$ cat src/rtl/ptw_pkg.sv
package ptw_pkg;
  localparam int unsigned IDX_W   = 9;
  localparam int unsigned PG_BITS = 12;
  localparam int unsigned MAX_LVL = 5;
  localparam int unsigned LVL_W   = 3;
  localparam int unsigned SPAN_W  = PG_BITS + IDX_W * MAX_LVL;  // 57
  localparam int unsigned MODE_BIT = 12;

  typedef enum logic [1:0] {
    ST_IDLE,
    ST_REQ,
    ST_WAIT,
    ST_DONE
  } walk_st_e;
endpackage

$ cat src/rtl/ptw_canon_chk.sv
module ptw_canon_chk (
  input  logic [63:0] va,
  input  logic        five,
  output logic        ok
);
  localparam int unsigned LO4 = 47;
  localparam int unsigned LO5 = 56;

  logic ok4, ok5;
  assign ok4 = (&va[63:LO4]) | ~(|va[63:LO4]);
  assign ok5 = (&va[63:LO5]) | ~(|va[63:LO5]);
  assign ok  = five ? ok5 : ok4;
endmodule

$ cat src/rtl/ptw_idx_sel.sv
module ptw_idx_sel
  import ptw_pkg::*;
#(
  parameter int unsigned NLVL = MAX_LVL
) (
  input  logic [IDX_W*NLVL-1:0] va_hi,
  input  logic [LVL_W-1:0]      lvl,
  output logic [IDX_W-1:0]      idx
);
  logic [IDX_W-1:0] tab [NLVL];

  for (genvar g = 0; g < NLVL; g++) begin : g_slice
    assign tab[g] = va_hi[IDX_W*g +: IDX_W];
  end

  always_comb begin
    idx = '0;
    for (int k = 0; k < NLVL; k++) begin
      if (lvl == LVL_W'(k + 1)) idx = tab[k];
    end
  end
endmodule

$ cat src/rtl/pt_walk_unit.sv
module pt_walk_unit
  import ptw_pkg::*;
#(
  parameter int unsigned PA_W = 52
) (
  input  logic            clk,
  input  logic            rst_n,
  input  logic            cfg_we,
  input  logic [63:0]     cfg_wdata,
  input  logic            long_mode,
  input  logic            req_valid,
  output logic            req_ready,
  input  logic [63:0]     req_vaddr,
  input  logic [63:0]     req_root,
  output logic            mem_req_valid,
  input  logic            mem_req_ready,
  output logic [PA_W-1:0] mem_req_addr,
  input  logic            mem_rsp_valid,
  input  logic [63:0]     mem_rsp_data,
  output logic            rsp_valid,
  output logic [PA_W-1:0] rsp_paddr,
  output logic            rsp_fault_canon,
  output logic            rsp_fault_np,
  output logic [2:0]      rsp_fault_level,
  output logic            lvl5_mode
);
  localparam int unsigned FRM_W = PA_W - PG_BITS;

  walk_st_e             st_q;
  logic                 mode_q;
  logic [SPAN_W-1:0]    va_q;
  logic [LVL_W-1:0]     lvl_q;
  logic [PA_W-1:0]      base_q;
  logic [PA_W-1:0]      paddr_q;
  logic                 fcanon_q, fnp_q;
  logic [LVL_W-1:0]     flvl_q;
  logic                 canon_ok;
  logic [IDX_W-1:0]     idx;
  logic [FRM_W-1:0]     frame;

  ptw_canon_chk i_canon (
    .va   (req_vaddr),
    .five (mode_q),
    .ok   (canon_ok)
  );

  ptw_idx_sel #(.NLVL(MAX_LVL)) i_idx (
    .va_hi (va_q[SPAN_W-1:PG_BITS]),
    .lvl   (lvl_q),
    .idx   (idx)
  );

  assign frame        = mem_rsp_data[PA_W-1:PG_BITS];
  assign mem_req_addr = base_q + PA_W'({idx, 3'b000});

  always_ff @(posedge clk) begin
    if (!rst_n) begin
      st_q     <= ST_IDLE;
      mode_q   <= 1'b0;
      va_q     <= '0;
      lvl_q    <= '0;
      base_q   <= '0;
      paddr_q  <= '0;
      fcanon_q <= 1'b0;
      fnp_q    <= 1'b0;
      flvl_q   <= '0;
    end else begin
      if (cfg_we && !long_mode) mode_q <= cfg_wdata[MODE_BIT];
      unique case (st_q)
        ST_IDLE: if (req_valid) begin
          va_q     <= req_vaddr[SPAN_W-1:0];
          base_q   <= {req_root[PA_W-1:PG_BITS], {PG_BITS{1'b0}}};
          paddr_q  <= '0;
          fnp_q    <= 1'b0;
          flvl_q   <= '0;
          fcanon_q <= !canon_ok;
          lvl_q    <= mode_q ? LVL_W'(5) : LVL_W'(4);
          st_q     <= canon_ok ? ST_REQ : ST_DONE;
        end
        ST_REQ: if (mem_req_ready) st_q <= ST_WAIT;
        ST_WAIT: if (mem_rsp_valid) begin
          if (!mem_rsp_data[0]) begin
            fnp_q  <= 1'b1;
            flvl_q <= lvl_q;
            st_q   <= ST_DONE;
          end else if (lvl_q == LVL_W'(1)) begin
            paddr_q <= {frame, va_q[PG_BITS-1:0]};
            st_q    <= ST_DONE;
          end else begin
            base_q <= {frame, {PG_BITS{1'b0}}};
            lvl_q  <= lvl_q - LVL_W'(1);
            st_q   <= ST_REQ;
          end
        end
        ST_DONE: st_q <= ST_IDLE;
        default: st_q <= ST_IDLE;
      endcase
    end
  end

  assign req_ready       = (st_q == ST_IDLE);
  assign mem_req_valid   = (st_q == ST_REQ);
  assign rsp_valid       = (st_q == ST_DONE);
  assign rsp_paddr       = paddr_q;
  assign rsp_fault_canon = fcanon_q;
  assign rsp_fault_np    = fnp_q;
  assign rsp_fault_level = flvl_q;
  assign lvl5_mode       = mode_q;

  logic spare_bits;
  assign spare_bits = ^{cfg_wdata[63:MODE_BIT+1], cfg_wdata[MODE_BIT-1:0],
                        req_root[63:PA_W], req_root[PG_BITS-1:0],
                        mem_rsp_data[63:PA_W], mem_rsp_data[PG_BITS-1:1]};
endmodule

$ cat config.mk
export PLATFORM = sky130hd
export DESIGN_NAME = pt_walk_unit
export DESIGN_NICKNAME = d
export VERILOG_FILES = /design/src/rtl/ptw_pkg.sv /design/src/rtl/ptw_canon_chk.sv /design/src/rtl/ptw_idx_sel.sv /design/src/rtl/pt_walk_unit.sv
export SDC_FILE = /design/constraint.sdc
export NUM_CORES = 1
export LEC_CHECK = 0
export ABC_AREA = 0
export BUFFER_PORTS_ARGS = -buffer_cell sky130_fd_sc_hd__buf_2
export CAP_MARGIN = 20
export CORE_MARGIN = 1
export CORE_UTILIZATION = 29
export CTS_CLUSTER_SIZE = 40
export DETAILED_ROUTE_END_ITERATION = 6
export PLACE_DENSITY_LB_ADDON = 0.25
export RECOVER_POWER = 100
export SLEW_MARGIN = 30
export SYNTH_ARGS = -nofsm -noshare
export SYNTH_HDL_FRONTEND = slang
export SYNTH_SLANG_ARGS = --single-unit
$ cat constraint.sdc
create_clock -name clk -period 2.1 [get_ports clk]
set_input_delay 0.63 -clock clk [delete_from_list [all_inputs] [get_ports clk]]
set_output_delay 0.63 -clock clk [all_outputs]
set_load 0.02 [all_outputs]
Word level (Yosys, flattened, before mapping)
Cells that the tools add are included.
Word-level totals
  word-level logic and storage cells: 81
  output and inout bits: 113
  register bits after elaboration: 172
Cells by class
  mux-type cells: 37
  bitwise logic cells: 4
  equal/unequal tests: 15
  reductions and logical operators: 14
  add/sub/neg operators: 2
Operators by type and width (number)
  52-bit two-way mux: 8
  52-bit one-hot mux with 2 select lines: 2
  52-bit by 12-bit adder with 52-bit output: 1
  9-bit two-way mux: 5
  3-bit two-way mux: 7
  17-bit AND reduction: 1
  17-bit OR reduction: 1
  2-bit two-way mux: 6
  2-bit != test, second input constant: 6
  3-bit one-hot mux with 2 select lines: 2
  5-bit AND reduction: 2
  2-bit one-hot mux with 4 select lines: 1
  8-bit AND reduction: 1
  8-bit OR reduction: 1
  3-bit by 2-bit == test with 1-bit output, second input constant: 2
  3-bit == test, second input constant: 2
  1-bit two-way mux: 5
  2-bit == test, second input constant: 2
  4-bit AND reduction: 1
  3-bit by 1-bit == test with 1-bit output, second input constant: 1
  3-bit AND reduction: 1
  3-bit by 1-bit subtractor with 3-bit output, second input constant: 1
  2-bit by 1-bit == test with 1-bit output, second input constant: 1
  1-bit zero test: 2
  8 further kinds: 10

Logic depth before layout (Yosys ltp)
  depth in word-level cells: 7
  mapped depth: 9

By module
Synthesis repeated with hierarchy kept, for this count alone.
Unflattened totals
  cell total of the unflattened synthesis: 862
  area, all modules: 7661.1 sq um
Modules (own cells, without submodules)
  pt_walk_unit: seq. area each 3203.1 sq um, times used 1, area each 7113.1 sq um, cells each 792
  ptw_idx_sel: seq. area each 0.0 sq um, times used 1, area each 457.9 sq um, cells each 53
  ptw_canon_chk: seq. area each 0.0 sq um, times used 1, area each 90.1 sq um, cells each 17

Worst setup path before layout
OpenSTA, ideal clock, no wires.
  kind: register -> output
  start point: register lvl_q[1]
  end point: output mem_req_addr[3]
  arrival time: 1668 ps
  data required time: 1470 ps
  cell stages (with the launch flop): 9
  slack: -198 ps
  path through: dfxtp_1 inv_1 ha_1 buf_2 buf_1 nand3b_1 a21oi_1 a211oi_1 a21oi_1
On the way
  word-level cells in the longest chain between the ends: 7
RTL lines
  start: declaration: line pt_walk_unit.sv:32  | logic [LVL_W-1:0] lvl_q;
  start signal: assignment: line pt_walk_unit.sv:77  | lvl_q <= mode_q ? LVL_W'(5) : LVL_W'(4);
  start signal: assignment: line pt_walk_unit.sv:91  | lvl_q <= lvl_q - LVL_W'(1);
  3-bit by 1-bit == test with 1-bit output: line ptw_idx_sel.sv:19  | if (lvl == LVL_W'(k + 1)) idx = tab[k];
  9-bit two-way mux (4 in a row): line ptw_idx_sel.sv:19
  9-bit two-way mux (*): line ptw_idx_sel.sv:19
  52-bit by 12-bit adder with 52-bit output (*): line pt_walk_unit.sv:54  | assign mem_req_addr = base_q + PA_W'({idx, 3'b000});
  end: declaration: line pt_walk_unit.sv:17  | output logic [PA_W-1:0] mem_req_addr,
Every way passes the cells marked *; elsewhere a longest branch is shown, timed or not.

Final worst setup path
  start point: register lvl_q[0]
  end point: output mem_req_addr[4]
The elaborated chain is that of the path after synthesis.

==> flow_metrics.py <==
metrics = {
    "run_status": {
        "status": "complete, but fails checks",
        "violations": "negative setup slack",
    },
    "synthesis": {
        "synth-seq-cells": 160,
        "synth-edff-count": 0,
        "synthDistinctLibCells": 38,
        "synth-main-ff-cell": "dfxtp_1",
        "synthTopCellsByArea": "dfxtp_1 48%, nand2_1 13%, a21oi_1 10%",
        "yosysSeqAreaShare": 0.477,
        "netlist_instances": 880,
        "syn_area_per_cell_um2": 7.63,
        "synth.most_common_cell": "nand2_1",
        "synth_area_um2": 6710,
        "ys_warn_count": 0,
        "synthTopCellsByCount": "227 x nand2_1, 160 x dfxtp_1, 140 x a21oi_1",
        "synth_top_area_frac": 0.477,
        "async_flop_share": 0,
        "yosysTopAreaCell": "dfxtp_1",
    },
    "routing": {
        "ant_nets": 0,
        "routed_via_density": 5.07,
        "post_drt_wl_per_cell_um": 17.0,
        "drtIter0Drc": 467,
        "vias": 7196,
        "route.detailed.drc": 0,
        "dr.pass1.iters": 5,
        "drt_wl_total_um": 24200,
    },
    "worst_setup_path": {
        "cp.required_ps": 1470,
        "worst_path_dominant_cell_family": "compound AO/OA/AOI/OAI gates",
        "slowest_stage": "dfxtp_2",
        "crit_type": "reg2out",
        "worst-path-buf-inv": 3,
        "crit_path_max_incr_delay_ps": 330,
        "path_cells": "buf_6 > ha_4 > buf_12 > nand3b_1 > a21oi_2 > a211oi_4 > a21oi_4 > buf_6",
        "critPathLaunchType": "flip-flop",
        "crit_top_cell": "buf_6",
        "worstPathMaxFanout": 6,
        "cp.arrival_ps": 1850,
        "endpoint_kind": "output pin",
    },
    "placement": {
        "placed_area_um2": 8580,
        "dp_hpwl_um": 15200,
        "dp_slack_ps": -138,
        "io_buffer_count": 262,
        "gp_congestion": 0.772,
    },
    "clocking": {
        "htreeDepth": 4,
        "cts_tree": "yes",
        "clock_latency_ps": 420,
        "cts_hold_buffers": 0,
        "clockRootBuffer": "clkbuf_16",
        "numCtsBuffers": 17,
        "cts_buffer_depth": 2,
        "path_clk_slew_ps": 70,
        "clkSinkCount": 160,
    },
    "finish": {
        "nFillCells": 2408,
        "final_net_count": 1388,
        "register_area_um2": 3210,
        "area_growth_pct": 39.9,
        "stdcell_area_um2": 9390,
        "multi_input_area_um2": 3430,
        "antenna_cells": 0,
        "drive_above_1_share": 0.266,
    },
    "timing": {
        "setup_tns_ps": -3020,
        "maxSlewHeadroom": 0.298,
        "tightestPinTransition_ps": 1050,
        "fin_skew_ps": 7.79,
        "final.setup.worst_slack_ps": -377,
        "min_period_over_period": 1.18,
        "hold_viol": 0,
        "slew_viol_final": 0,
        "rsz0062_at_grt": "true",
        "min_period_ps": 2480,
        "fmax_mhz": 404,
        "setup_viol": 9,
    },
    "pwr": {
        "max-vdd-ir-drop_mv": 0.434,
        "power_density_nw_per_um2": 901,
        "p_leak_nw": 3.41,
    },
    "min_path": {
        "hp-class": "in2reg",
    },
    "floorplanning": {
        "die-area_um2": 23800,
        "io_pins": 376,
        "initial_utilization": 0.296,
        "die_h_um": 154,
        "die-width_um": 154,
        "coreArea_um2": 22600,
        "rows": 55,
    },
    "global_route": {
        "grt_overflow_total": 0,
        "antenna_found_initial": 1,
        "grt_pass1_wl_um": 36300,
        "grt_usage": 0.193,
        "grt_max_degree": 84,
        "grt_pass1_vias": 6611,
    },
    "job": {
        "maxCapViolCount": 0,
    },
}
-- repair_timing --
item / in CTS / in global routing
gates cloned: 1 / 5
resized for setup: 64 / 30
buffers inserted: 4 / 5
pin swaps: 24 / 13
endpoints found under the setup margin: 9 / 62
-- flip-flops by register name (all words and copies together) (netlist names) --
register / count
va_q: 57
rsp_fault_canon: 1
rsp_fault_np: 1
st_q: 2
lvl5_mode: 1
rsp_paddr: 52
lvl_q: 3
base_q: 40
rsp_fault_level: 3
-- placed cells by master, fill, tap and decap left out, types with 24 or more instances in the layout --
| cell | instances |
|---|---|
| buf_2 | 152 |
| nand2_1 | 224 |
| nand4_1 | 44 |
| a21oi_1 | 114 |
| nand3_1 | 54 |
| a21oi_2 | 24 |
| o21ai_0 | 43 |
| dfxtp_1 | 157 |
| a31oi_1 | 43 |
| clkbuf_1 | 102 |
-- worst register-to-register path, stage by stage (launching register included) --
cell and delay [ps]:
dfxtp_2 340, buf_6 120, ha_4 150, buf_6 120
clkbuf_1 160, nand2b_2 100, a21oi_2 240, clkbuf_4 400
o21ai_0 140, a31oi_1 200
-- worst paths after layout --
| check | from | end | slack, ps | depth (start not counted) |
|---|---|---|---|---|
| hold / removal | req_vaddr[24] | va_q[24] | 440 | 3 |
| setup / recovery | lvl_q[0] | mem_req_addr[4] | -380 | 8 |
| setup reg to reg | lvl_q[0] | base_q[51] | 20 | 9 |
| hold reg to reg | rsp_paddr[8] | rsp_paddr[8] | 450 | 2 |
-- power breakdown --
group	internal (W)	leakage, nW	switching, W
registers	0.00325	1.31	0.000144
logic	0.000719	1.84	0.00127
clock network	0.00174	0.269	0.00134
total	0.00570	3.41	0.00275
-- cell type report --
| cell class | instances | share of cell area |
|---|---|---|
| Tap cell | 285 | 0.0380 |
| Multi-Input combinational cell | 631 | 0.366 |
| Sequential cell | 160 | 0.342 |
| Clock buffer | 21 | 0.0501 |
| Clock inverter | 11 | 0.0111 |
| Timing Repair Buffer | 304 | 0.190 |
| Inverter | 6 | 0.00280 |
-- logic make-up (layout without fill, tap and decap cells) --
group / after synthesis / after routing / share of synthesized area
adder cells (fa/ha/maj): 5 / 5 / 0.00932
other: 1 / 3 / 0.000559
AO/OA/AOI/OAI: 245 / 245 / 0.199
AND/OR/NAND/NOR: 376 / 376 / 0.252
multiplexers: 2 / 2 / 0.00373
buffers and inverters: 91 / 342 / 0.0580
flip-flops: 160 / 160 / 0.477
-- through the flow --
step | hold WS, ps | total power, W | util | cells
2_1_floorplan | 436 | 0.00447 | - | 882
3_3_place_gp | 437 | 0.00529 | 0.379 | 1381
3_5_place_dp | 443 | 0.00530 | 0.379 | 1381
4_1_cts | 421 | 0.00846 | 0.415 | 1410
5_1_grt | 435 | 0.00885 | 0.415 | 1418
6_report | 440 | 0.00846 | 0.415 | 1418
-- routing by layer --
layer / GRT usage / vias up / share of wire
met5: 0 / - / 0.00054
met4: 0.0614 / 2 / 0.014
met1: 0.258 / 3384 / 0.46
li1: - / 3542 / -
met2: 0.306 / 242 / 0.47
met3: 0.0457 / 26 / 0.062
(Power assumes the default switching activity.)
